===== src/rtl/zpad_pkg.sv =====
package zpad_pkg;
  localparam int unsigned SEL_W = 2;

  typedef enum logic [SEL_W-1:0] {
    SRC_NONE   = 2'd0,
    SRC_EN_REN = 2'd1,
    SRC_PIN_LO = 2'd2,
    SRC_PIN_HI = 2'd3
  } sync_src_e;
endpackage


===== src/rtl/zpad_sync_sel.sv =====
module zpad_sync_sel
  import zpad_pkg::*;
(
  input  logic             clk_i,
  input  logic             rst_ni,
  input  logic             en_i,
  input  logic             sync_i,
  input  logic [SEL_W-1:0] sel_i,
  output logic             sync_ev_o
);
  logic en_q;
  logic raw_ev;

  always_ff @(posedge clk_i or negedge rst_ni) begin
    if (!rst_ni) en_q <= 1'b0;
    else         en_q <= en_i;
  end

  always_comb begin
    unique case (sync_src_e'(sel_i))
      SRC_NONE:   raw_ev = 1'b0;
      SRC_EN_REN: raw_ev = ~en_q;
      SRC_PIN_LO: raw_ev = ~sync_i;
      SRC_PIN_HI: raw_ev = sync_i;
      default:    raw_ev = 1'b0;
    endcase
  end

  // sync only counts while enabled
  assign sync_ev_o = en_i & raw_ev;


  no_src_chk: assert property (@(posedge clk_i) disable iff (!rst_ni)
    (sel_i == SRC_NONE) |-> !sync_ev_o);


  dis_sync_chk: assert property (@(posedge clk_i) disable iff (!rst_ni)
    !en_i |-> !sync_ev_o);
endmodule


===== src/rtl/zpad_phase_ctr.sv =====
module zpad_phase_ctr #(
  parameter int unsigned NZ_W    = 4,
  parameter int unsigned SYNC_LAT = 3
) (
  input  logic            clk_i,
  input  logic            rst_ni,
  input  logic            en_i,
  input  logic            sync_ev_i,
  input  logic [NZ_W-1:0] zero_cnt_i,
  output logic            cap_o
);
  localparam int unsigned CNT_W = NZ_W + 2;

  logic             armed_q;
  logic [CNT_W-1:0] cnt_q;
  logic [NZ_W-1:0]  nz_q;
  logic             at_zero;

  assign at_zero = (cnt_q == '0);
  assign cap_o   = en_i & armed_q & ~sync_ev_i & at_zero;

  always_ff @(posedge clk_i or negedge rst_ni) begin
    if (!rst_ni) begin
      armed_q <= 1'b0;
      cnt_q   <= '0;
      nz_q    <= '0;
    end else if (!en_i) begin
      armed_q <= 1'b0;
      cnt_q   <= '0;
    end else if (sync_ev_i) begin
      // first capture lands SYNC_LAT+N edges after this one
      armed_q <= 1'b1;
      cnt_q   <= CNT_W'(zero_cnt_i) + CNT_W'(SYNC_LAT - 1);
      nz_q    <= zero_cnt_i;
    end else if (armed_q) begin
      if (at_zero) cnt_q <= CNT_W'(nz_q);
      else         cnt_q <= cnt_q - 1'b1;
    end
  end


  spacing_chk: assert property (@(posedge clk_i) disable iff (!rst_ni)
    (cap_o && nz_q != '0) |=> !cap_o);


  restart_chk: assert property (@(posedge clk_i) disable iff (!rst_ni)
    sync_ev_i |=> !cap_o);


  nz_hold_chk: assert property (@(posedge clk_i) disable iff (!rst_ni)
    !sync_ev_i |=> $stable(nz_q));


  disarm_chk: assert property (@(posedge clk_i) disable iff (!rst_ni)
    !en_i |=> !armed_q);
endmodule


===== src/rtl/zpad_out_stage.sv =====
module zpad_out_stage #(
  parameter int unsigned DATA_W = 16
) (
  input  logic              clk_i,
  input  logic              rst_ni,
  input  logic              cap_i,
  input  logic [DATA_W-1:0] data_i,
  output logic [DATA_W-1:0] data_o,
  output logic              strobe_o
);
  always_ff @(posedge clk_i or negedge rst_ni) begin
    if (!rst_ni) begin
      data_o   <= '0;
      strobe_o <= 1'b0;
    end else begin
      data_o   <= cap_i ? data_i : '0;
      strobe_o <= cap_i;
    end
  end


  zero_fill_chk: assert property (@(posedge clk_i) disable iff (!rst_ni)
    !strobe_o |-> (data_o == '0));


  capture_chk: assert property (@(posedge clk_i) disable iff (!rst_ni)
    cap_i |=> (strobe_o && data_o == $past(data_i)));
endmodule


===== src/rtl/zpad_sampler.sv =====
module zpad_sampler
  import zpad_pkg::*;
#(
  parameter int unsigned DATA_W   = 16,
  parameter int unsigned NZ_W     = 4,
  parameter int unsigned SYNC_LAT = 3
) (
  input  logic              clk_i,
  input  logic              rst_ni,
  input  logic              en_i,
  input  logic              sync_i,
  input  logic [SEL_W-1:0]  sync_sel_i,
  input  logic [NZ_W-1:0]   zero_cnt_i,
  input  logic [DATA_W-1:0] data_i,
  output logic [DATA_W-1:0] data_o,
  output logic              strobe_o
);
  logic sync_ev;
  logic cap;

  zpad_sync_sel u_sync (
    .clk_i     (clk_i),
    .rst_ni    (rst_ni),
    .en_i      (en_i),
    .sync_i    (sync_i),
    .sel_i     (sync_sel_i),
    .sync_ev_o (sync_ev)
  );

  zpad_phase_ctr #(
    .NZ_W     (NZ_W),
    .SYNC_LAT (SYNC_LAT)
  ) u_phase (
    .clk_i      (clk_i),
    .rst_ni     (rst_ni),
    .en_i       (en_i),
    .sync_ev_i  (sync_ev),
    .zero_cnt_i (zero_cnt_i),
    .cap_o      (cap)
  );

  zpad_out_stage #(
    .DATA_W (DATA_W)
  ) u_out (
    .clk_i    (clk_i),
    .rst_ni   (rst_ni),
    .cap_i    (cap),
    .data_i   (data_i),
    .data_o   (data_o),
    .strobe_o (strobe_o)
  );


  dis_out_chk: assert property (@(posedge clk_i) disable iff (!rst_ni)
    !en_i |=> !strobe_o);
endmodule


===== config.mk =====
export PLATFORM = sky130hd
export DESIGN_NAME = zpad_sampler
export DESIGN_NICKNAME = d
export VERILOG_FILES = /design/src/rtl/zpad_pkg.sv /design/src/rtl/zpad_sync_sel.sv /design/src/rtl/zpad_phase_ctr.sv /design/src/rtl/zpad_out_stage.sv /design/src/rtl/zpad_sampler.sv
export SDC_FILE = /design/constraint.sdc
export NUM_CORES = 1
export LEC_CHECK = 0
export BUFFER_PORTS_ARGS = -buffer_cell sky130_fd_sc_hd__buf_2
export CAP_MARGIN = 20
export CORE_MARGIN = 1.5
export CORE_UTILIZATION = 53
export CTS_CLUSTER_SIZE = 8
export DETAILED_ROUTE_END_ITERATION = 10
export PLACE_DENSITY = 0.8
export SYNTH_ARGS = -nofsm -noshare
export SYNTH_HDL_FRONTEND = slang
export SYNTH_SLANG_ARGS = --single-unit
export TNS_END_PERCENT = 1

===== constraint.sdc =====
create_clock -name clk_i -period 5 [get_ports clk_i]
set_input_delay 1.5 -clock clk_i [delete_from_list [all_inputs] [get_ports clk_i]]
set_output_delay 1.5 -clock clk_i [all_outputs]
set_load 0.005 [all_outputs]

==> Word level (Yosys, flattened, before mapping) <==
Index checks and enable logic that the tools add are counted.
W data, S select, Z words.
{ "classes": {"addsub": 2, "n_eq_ne": 5, "n_mux": 8, "bitwise": 7, "n_reduce_logical": 3} }
{ "op_table": {"columns": ["cell", "n"], "rows": [
  ["$mux W6", 4],
  ["$mux W16", 1],
  ["$logic_not A6 Y1", 1],
  ["$sub A6 B1 Y6 const B", 1],
  ["$add A4 B2 Y5 const B", 1],
  ["$and A1 B1 Y1", 4],
  ["$eq A2 B2 Y1 const B", 2],
  ["$pmux W1 S4", 1],
  ["$ne A3 B1 Y1 const B", 1],
  ["$not A1 Y1", 3],
  ["$eq A2 B1 Y1 const B", 1],
  ["$logic_not A2 Y1", 1],
  ["$mux W1", 2],
  ["$ne A2 B1 Y1 const B", 1],
  ["$reduce_and A2 Y1", 1]
]} }
{ "totals": {"regBits": 29, "in_bits": 26, "word_cells": 31} }

==> Longest topological paths before layout <==
Gate-level depths: netlist of run 1.
{ "logic_depth": {"depth_word": 7, "ltp_mapped": 8, "mapped_depth_nobuf": 6} }

==> Modules after synthesis <==
Synthesis of run 1 repeated with hierarchy kept, for this count alone.
{ "unflattened": {"cells_unflattened": 107, "hier_area_um2": 1288.7} }
{ "modules_own_cells": {"columns": ["module", "n_inst", "cells_per_inst", "area_each_um2", "seq_area_each_um2"], "rows": [
  ["zpad_phase_ctr", 1, 67, 671.9, 275.3],
  ["zpad_out_stage", 1, 34, 551.8, 425.4],
  ["zpad_sync_sel", 1, 6, 65.1, 25.0]
]} }

==> Worst setup path before layout of run 1 <==
Ideal clock, no wire load.
{ "synth_path": {"path_kind": "in2reg", "start": "in sync_i", "end": "reg u_out.data_o[10]", "setup_time_ps": 66, "t_arrival_ps": 2521, "required_ps": 4934, "path_slack_ps": 2414, "stages": 5, "cell_sequence": "nand2b_1 > and3_1 > nor4_4 > buf_6 > and2_1"} }
{ "synth_between": {"elab_chain_len": 7} }
{ "synth_rtl": {"columns": ["element", "line", "rtl"], "rows": [
  ["start: declaration", "zpad_sampler.sv:11", "input logic sync_i,"],
  ["$not A1 Y1", "zpad_sync_sel.sv:23", "SRC_PIN_LO: raw_ev = ~sync_i;"],
  ["$pmux W1 S4 *", "zpad_sync_sel.sv:20", "unique case (sync_src_e'(sel_i))"],
  ["$and A1 B1 Y1 *", "zpad_sync_sel.sv:30", "assign sync_ev_o = en_i & raw_ev;"],
  ["$not A1 Y1 *", "zpad_phase_ctr.sv:20", "assign cap_o = en_i & armed_q & ~sync_ev_i & at_zero;"],
  ["$and A1 B1 Y1 * (2 in series)", "zpad_phase_ctr.sv:20", null],
  ["named net cap", "zpad_sampler.sv:19", "logic cap;"],
  ["$mux W16 *", "zpad_out_stage.sv:16", "data_o <= cap_i ? data_i : '0;"],
  ["end signal: assignment", "zpad_out_stage.sv:16", null],
  ["end: declaration", "zpad_out_stage.sv:8", "output logic [DATA_W-1:0] data_o,"]
]} }
The timed path passes the listed nets; every way through them passes the cells marked *.
A chain may end at the register's enable or synchronous reset.

==> Final worst setup path of run 1 <==
{ "layout_path": {"start": "in sync_i", "end": "reg u_out.data_o[0]"} }
{ "layout_between": {"elab_chain_len": 7} }
{ "layout_rtl": {"columns": ["element", "line"], "rows": [
  ["$not A1 Y1", "zpad_sync_sel.sv:23"],
  ["$pmux W1 S4 *", "zpad_sync_sel.sv:20"],
  ["$and A1 B1 Y1 *", "zpad_sync_sel.sv:30"],
  ["$not A1 Y1 *", "zpad_phase_ctr.sv:20"],
  ["$and A1 B1 Y1 * (2 in series)", "zpad_phase_ctr.sv:20"],
  ["$mux W16 *", "zpad_out_stage.sv:16"]
]} }
Mark *: on every way between the ends. The rest lies on a longest branch, timed or not.

==> summary.txt, run 1 <==
Run status
  – Outcome: completed

Yosys
  – Synthesis Warnings: 0
  – Post-synth design cell area: 1320 um^2
  – Syn_nets: 139
  – Register bit count reported by yosys: 29
  – Cell variety after synth: 41
  – Most common cell in the netlist: dfrtp_1
  – Post-synthesis sequential area ratio: 54.9%
  – Area fraction of the dominant cell type after synthesis: 54.9%
  – Synth async-reset ratio: 100%
  – Post-Synthesis Cells: 111
  – Synth top area cells: dfrtp_1 (55%), and2_1 (8.0%), mux2_2 (3.4%)
  – Syn Area/Cell: approximately 12 um^2
  – Most area-hungry cell type in the Yosys netlist: dfrtp_1
  – Most frequent cells after synthesis: dfrtp_1 (29), and2_1 (17), inv_1 (5)
  – Synth Flop Type: dfrtp_1
  – EDFF count, synth: 0

STA
  – Setup TNS: 0 ns
  – Final setup viols: 0
  – Crit path time final: 2.59 ns
  – RSZ-0062 raised after global routing: false
  – Final Skew: roughly 0.017 ns
  – F_max: 0.386 GHz
  – Fin. max-slew vios: 0
  – Fin crit share: 51.8%
  – Max-slew headroom: 59.1%
  – Slew at the pin closest to its max-slew limit: 0.608 ns
  – Final hold vios: 0

Drt
  – DR pass1 iterations: 4
  – Detail-routed via count per cell: 5.64
  – Remaining DRCs: 0
  – Detail Route Antenna Nets: 0
  – DRT iter0 DRCs: 17
  – WL final: around 2600 um
  – WL/cell: 14.0 um
  – Routed vias: 1,043

Global route
  – Largest net degree at the start of global routing: 30
  – Total track usage: 23.4%
  – Grt ovf: 0
  – Antenna violations before repair: 0
  – First-pass GRT wire length: approximately 4500 um
  – Vias in the first global route: 1,036

CTS
  – CTS root buf: clkbuf_4
  – Total CTS buffers: 5
  – Clock buffer depth: 2
  – Post_cts resized: 0
  – Clk pin slew, worst setup/hold paths: 0.10 ns
  – CTS tree: built
  – CTS sink cnt: 29
  – # Post-CTS Setup Buffers: 0
  – Post-CTS Hold Fix Bufs: 0
  – Worst-Skew Late Latency: approximately 0.33 ns
  – CTS HTree Levels: 2

Critical path
  – CP required: about 5.3 ns
  – Worst setup EP type: flip-flop
  – CP Class: in2reg
  – R2r endpoint: u_out.data_o[0]
  – Crit path to: u_out.data_o[0]
  – Worst R2R Path Depth: 6
  – Worst EP arrival: roughly 2.8 ns
  – Reg2Reg Setup Slack: 2.85 ns
  – CP max FO: 17
  – Worst setup path start: sync_i
  – Worst Setup Start Kind: input port
  – Worst flop-to-flop path startpoint: u_phase.cnt_q[0]

Floorplan
  – Die H: about 53 um
  – Core ar.: around 2300 um^2
  – Die area: roughly 2800 um^2
  – Row Count: 17
  – Die width: ~53 um
  – IO Count: 43
  – Starting Density: 58.1%

Layout
  – Final net count: 184
  – Finished Cell Area: between 1500 and 2000 um^2
  – P&R area growth vs syn: 20.8%
  – Final core occ: 70.1%
  – Number of diodes: 0
  – Share of post-route cells with drive strength above 1: 40.1%

Hold path
  – Hold Path Class: reg2reg

Power
  – P per Cell Area: 313 nW/um^2
  – Peak supply drop: 0.239 mV
  – Pleak: between 0.8 and 0.9 nW

Place
  – I/O Buffers: 42
  – GPL Wtd Cong: between 0.8 and 0.9
  – Post-DP HPWL: 1940 um
  – Area after DPL: roughly 1500 um^2

Job
  – Max Cap Violations: 0
==> how the worst min path moves through the flow <==
stage,startpoint,endpoint,slack [ns],cells past startpoint
CTS,u_phase.nz_q[3],u_phase.nz_q[3],0.51,1
floorplan,u_phase.nz_q[3],u_phase.nz_q[3],0.47,1
global placement,u_phase.nz_q[3],u_phase.nz_q[3],0.49,1
detailed placement,u_phase.nz_q[3],u_phase.nz_q[3],0.49,1
finish,u_phase.nz_q[3],u_phase.nz_q[3],0.51,1
global route,u_phase.nz_q[0],u_phase.nz_q[0],0.54,1
==> routing by layer <==
layer	GRT usage [%]	part of all wire [%]	vias up
li1	-	-	491
met1	25.6	36	490
met2	36.9	52	50
met3	11.6	9.4	12
met4	12.8	2.7	0
met5	0	0	-
==> layout make-up <==
type                       count  area [um^2]
clock buffer                   5         37.5
clock inverter                 3         17.5
fill                         156          679
inverter                       5         18.8
multi-input combinational     73          552
sequential                    29          726
tap                           28         35.0
timing repair buffer          42          210
==> through the flow <==
stage	worst slack, ns	hold WS, ns	total power, mW	instances
finish	2.41	0.506	0.500	185
global route	2.26	0.543	0.532	185
CTS	2.39	0.512	0.506	185
detailed placement	2.07	0.488	0.368	177
global placement	2.12	0.485	0.363	177
floorplan	2.41	0.472	0.336	111
==> power by group <==
group | switching [mW] | internal, mW
sequential | 0.0142 | 0.251
clock | 0.0838 | 0.0529
combinational | 0.0518 | 0.0461
==> cell usage in the layout (no fill, tap or decap), types with 2 or more instances in the layout <==
master    count
a21oi_1       4
nand3_1       2
and2_1       17
nand2_1       2
ha_1          2
inv_1         5
nor2b_1       2
and3_1        2
clkbuf_4      5
dfrtp_1      29
mux2_2        4
o31ai_1       2
nand4_1       2
nor3_1        3
buf_2        42
nand2b_1      4
nor2_1        4
nor4_1        2
clkinv_2      2
==> cells by family after synthesis <==
family,Yosys count,synth area share [%]
AOI/OAI and AO/OA,18,11.4
xor gates and xnor gates,1,0.663
adders and majority gates,2,1.89
buffers and inverters,9,3.31
DFF,29,54.9
muxes,5,4.17
and+or+nand+nor,47,23.7
==> state kept, by name, summed over array words and instances, names as in the netlist <==
name / cells
u_phase.nz_q: 4
u_phase.armed_q: 1
u_out.data_o: 16
u_out.strobe_o: 1
u_phase.cnt_q: 6
u_sync.en_q: 1
==> critical path, cell delays in order <==
cell	delay [ns]
buf_2	0.10
nand2b_1	0.19
and3_1	0.24
nor4_4	0.59
and2_1	0.22
Note: power is estimated with default switching activity, not from simulation.
==> run 2: changes to the inputs <==
--- a/config.mk
+++ b/config.mk
@@ -8,10 +8,10 @@
 export BUFFER_PORTS_ARGS = -buffer_cell sky130_fd_sc_hd__buf_2
 export CAP_MARGIN = 20
 export CORE_MARGIN = 1.5
-export CORE_UTILIZATION = 53
+export CORE_UTILIZATION = 44
 export CTS_CLUSTER_SIZE = 8
 export DETAILED_ROUTE_END_ITERATION = 10
-export PLACE_DENSITY = 0.8
+export PLACE_DENSITY = 0.71
 export SYNTH_ARGS = -nofsm -noshare
 export SYNTH_HDL_FRONTEND = slang
 export SYNTH_SLANG_ARGS = --single-unit
==> constraint.sdc (replaced) <==
create_clock -name clk_i -period 2.35 [get_ports clk_i]
set_input_delay 0.705 -clock clk_i [delete_from_list [all_inputs] [get_ports clk_i]]
set_output_delay 0.705 -clock clk_i [all_outputs]
set_load 0.005 [all_outputs]
==> run 2 against run 1 <==
  * The run now ends with DRC left
  * Sequential share of layout area fell by 0.21 points
  * Global-route usage shrank 6.5 points
  * Flip-flop and latch count unchanged
  * Via count fell by 0.67%
  * Die area up 19%
  * Combinational power is 110% higher
  * Clock skew fell by 0.0011 ns
  * Power increased by 110%
==> summary.txt, run 2 (synthesized netlist as in run 1, its figures left out) <==
Run status
  – Outcome: finished, violations left (was completed)
  – Failing checks: DRC

Critical path
  – Reg2Reg Setup Slack: 0.47 ns (was 2.85 ns)
  – Worst Setup Start Kind: flip-flop (was input port)
  – Worst setup EP type: flip-flop (unchanged)
  – Worst EP arrival: 2.13 ns (was 2.84 ns)
  – Worst R2R Path Depth: 7 (was 6)
  – R2r endpoint: u_out.data_o[14] (was u_out.data_o[0])
  – Worst flop-to-flop path startpoint: u_phase.cnt_q[1] (was u_phase.cnt_q[0])
  – Worst setup path start: u_phase.cnt_q[1] (was sync_i)
  – CP required: 2.60 ns (was 5.25 ns)
  – CP max FO: 17 (unchanged)
  – CP Class: reg2reg (was in2reg)

Floorplan
  – Row Count: 19 (was 17)
  – Die H: 57.8 um (was 52.9 um)
  – IO Count: 43 (unchanged)
  – Starting Density: 47.1% (was 58.1%)
  – Core ar.: 2810 um^2 (was 2280 um^2)
  – Die width: 57.8 um (was 52.9 um)
  – Die area: 3340 um^2 (was 2800 um^2)

STA
  – Final Skew: 0.0163 ns (was 0.0175 ns)
  – F_max: about 0.53 GHz
  – Final setup viols: 0 (unchanged)
  – Crit path time final: 1.88 ns
  – Fin. max-slew vios: 0 (unchanged)
  – Final hold vios: 0 (unchanged)
  – Slew at the pin closest to its max-slew limit: 0.621 ns (was 0.608 ns)
  – Fin crit share: 80.0%
  – Max-slew headroom: 58.6% (was 59.1%)
  – Setup TNS: 0 ns (unchanged)
  – RSZ-0062 raised after global routing: false (unchanged)
  – Minimum hold slack: 0.379 ns (was 0.506 ns)

CTS
  – Post_cts resized: 0 (unchanged)
  – Total CTS buffers: 5 (unchanged)
  – Clock buffer depth: 2 (unchanged)
  – CTS sink cnt: 29 (unchanged)
  – CTS HTree Levels: 2 (unchanged)
  – Post-CTS Hold Fix Bufs: 0 (unchanged)
  – CTS root buf: clkbuf_4 (unchanged)
  – # Post-CTS Setup Buffers: 0 (unchanged)
  – Clk pin slew, worst setup/hold paths: 0.10 ns (about the same)
  – CTS tree: built (unchanged)
  – Worst-Skew Late Latency: 0.32 ns (was 0.33 ns)

Layout
  – Commonest non-fill, non-tap cell in the layout: buf_2 (unchanged)
  – Most frequent cells in the layout: buf_2 (42), dfrtp_1 (29), and2_1 (17), inv_1 (5), clkbuf_4 (5) (unchanged)
  – Multi-input gate area: 552 um^2 (unchanged)
  – Largest Register: u_out.data_o (unchanged)
  – Final net count: 185 (was 184)
  – P&R area growth vs syn: 21.4% (was 20.8%)
  – Fillers: 253 (was 156)
  – Number of diodes: 0 (unchanged)
  – Final core occ: 57.2% (was 70.1%)
  – Biggest regs: u_out.data_o x16, u_phase.cnt_q x6, u_phase.nz_q x4 (unchanged)
  – Number of flip-flops in the largest register: 16 (unchanged)
  – Register area: 726 um^2 (unchanged)
  – Share of post-route cells with drive strength above 1: 39.9% (was 40.1%)

Global route
  – Vias in the first global route: 947 (was 1,036)
  – Antenna violations before repair: 0 (unchanged)
  – Grt ovf: 0 (unchanged)
  – Total track usage: 16.9% (was 23.4%)
  – First-pass GRT wire length: 4130 um (was 4470 um)
  – Largest net degree at the start of global routing: 30 (unchanged)

Drt
  – Remaining DRCs: 4 (was 0)
  – WL final: 2600 um (was 2580 um)
  – Routed vias: 1,036 (was 1,043)
  – Detail Route Antenna Nets: 0 (unchanged)
  – DRT iter0 DRCs: 37 (was 17)
  – WL/cell: 13.7 um (was 14.0 um)
  – Detail-routed via count per cell: 5.48 (was 5.64)
  – DR pass1 iterations: 7 (was 4)

Power
  – Pleak: 0.823 nW (was 0.817 nW)
  – Peak supply drop: 0.411 mV (was 0.239 mV)
  – P per Cell Area: 657 nW/um^2 (was 313 nW/um^2)

Place
  – GPL Wtd Cong: 0.879 (was 0.853)
  – Post-DP HPWL: 1970 um (was 1940 um)
  – I/O Buffers: 42 (unchanged)

Hold path
  – Hold Path Class: in2async (was reg2reg)

Job
  – Max Cap Violations: 0 (unchanged)
-- run 2: worst max-delay path by stage --
stage	end	slack (ns)	cells past startpoint
3_5_place_dp	u_phase.nz_q[3]	0.40	4
3_3_place_gp	u_phase.cnt_q[0]	0.46	5
6_report	u_out.data_o[14]	0.47	7
2_1_floorplan	u_out.data_o[10]	0.56	5
5_1_grt	u_out.data_o[6]	0.27	7
4_1_cts	u_out.data_o[10]	0.44	7
-- run 2: final cells by class --
cell class,count,area share [%]
clock inverter,2,0.624
multi-input combinational,73,34.4
clock buffer,6,2.57
sequential,29,45.2
inverter,5,1.17
timing repair buffer,43,13.6
tap,31,2.42
-- run 2: worst max-delay path, stage by stage (launching register included) --
cell and delay [ns]:
dfrtp_1 0.40, inv_1 0.09, ha_1 0.16, nor2b_1 0.50, nand3_2 0.17, nor4_4 0.15
buf_4 0.21, and2_1 0.14
-- run 2: power by group --
group	total, mW	switching (mW)	internal, mW
combinational	0.207	0.109	0.0983
sequential	0.565	0.0310	0.534
clock	0.282	0.169	0.114
-- run 2: layer usage --
metal	GRT usage, %	share of wire (%)	vias to the layer above
li1	-	-	491
met1	20.5	43	500
met2	27.1	49	40
met3	4.91	6.4	5
met4	9.30	1.6	0
met5	0	0	-
-- run 2: per-stage QoR --
stage	power, mW	setup slack (ns)	cell area (um^2)	std cells
CTS	1.07	0.442	1600	189
finish	1.05	0.469	1600	189
floorplan	0.714	0.559	1320	111
global route	1.11	0.270	1600	189
global placement	0.773	0.459	1550	181
detailed placement	0.782	0.396	1550	181
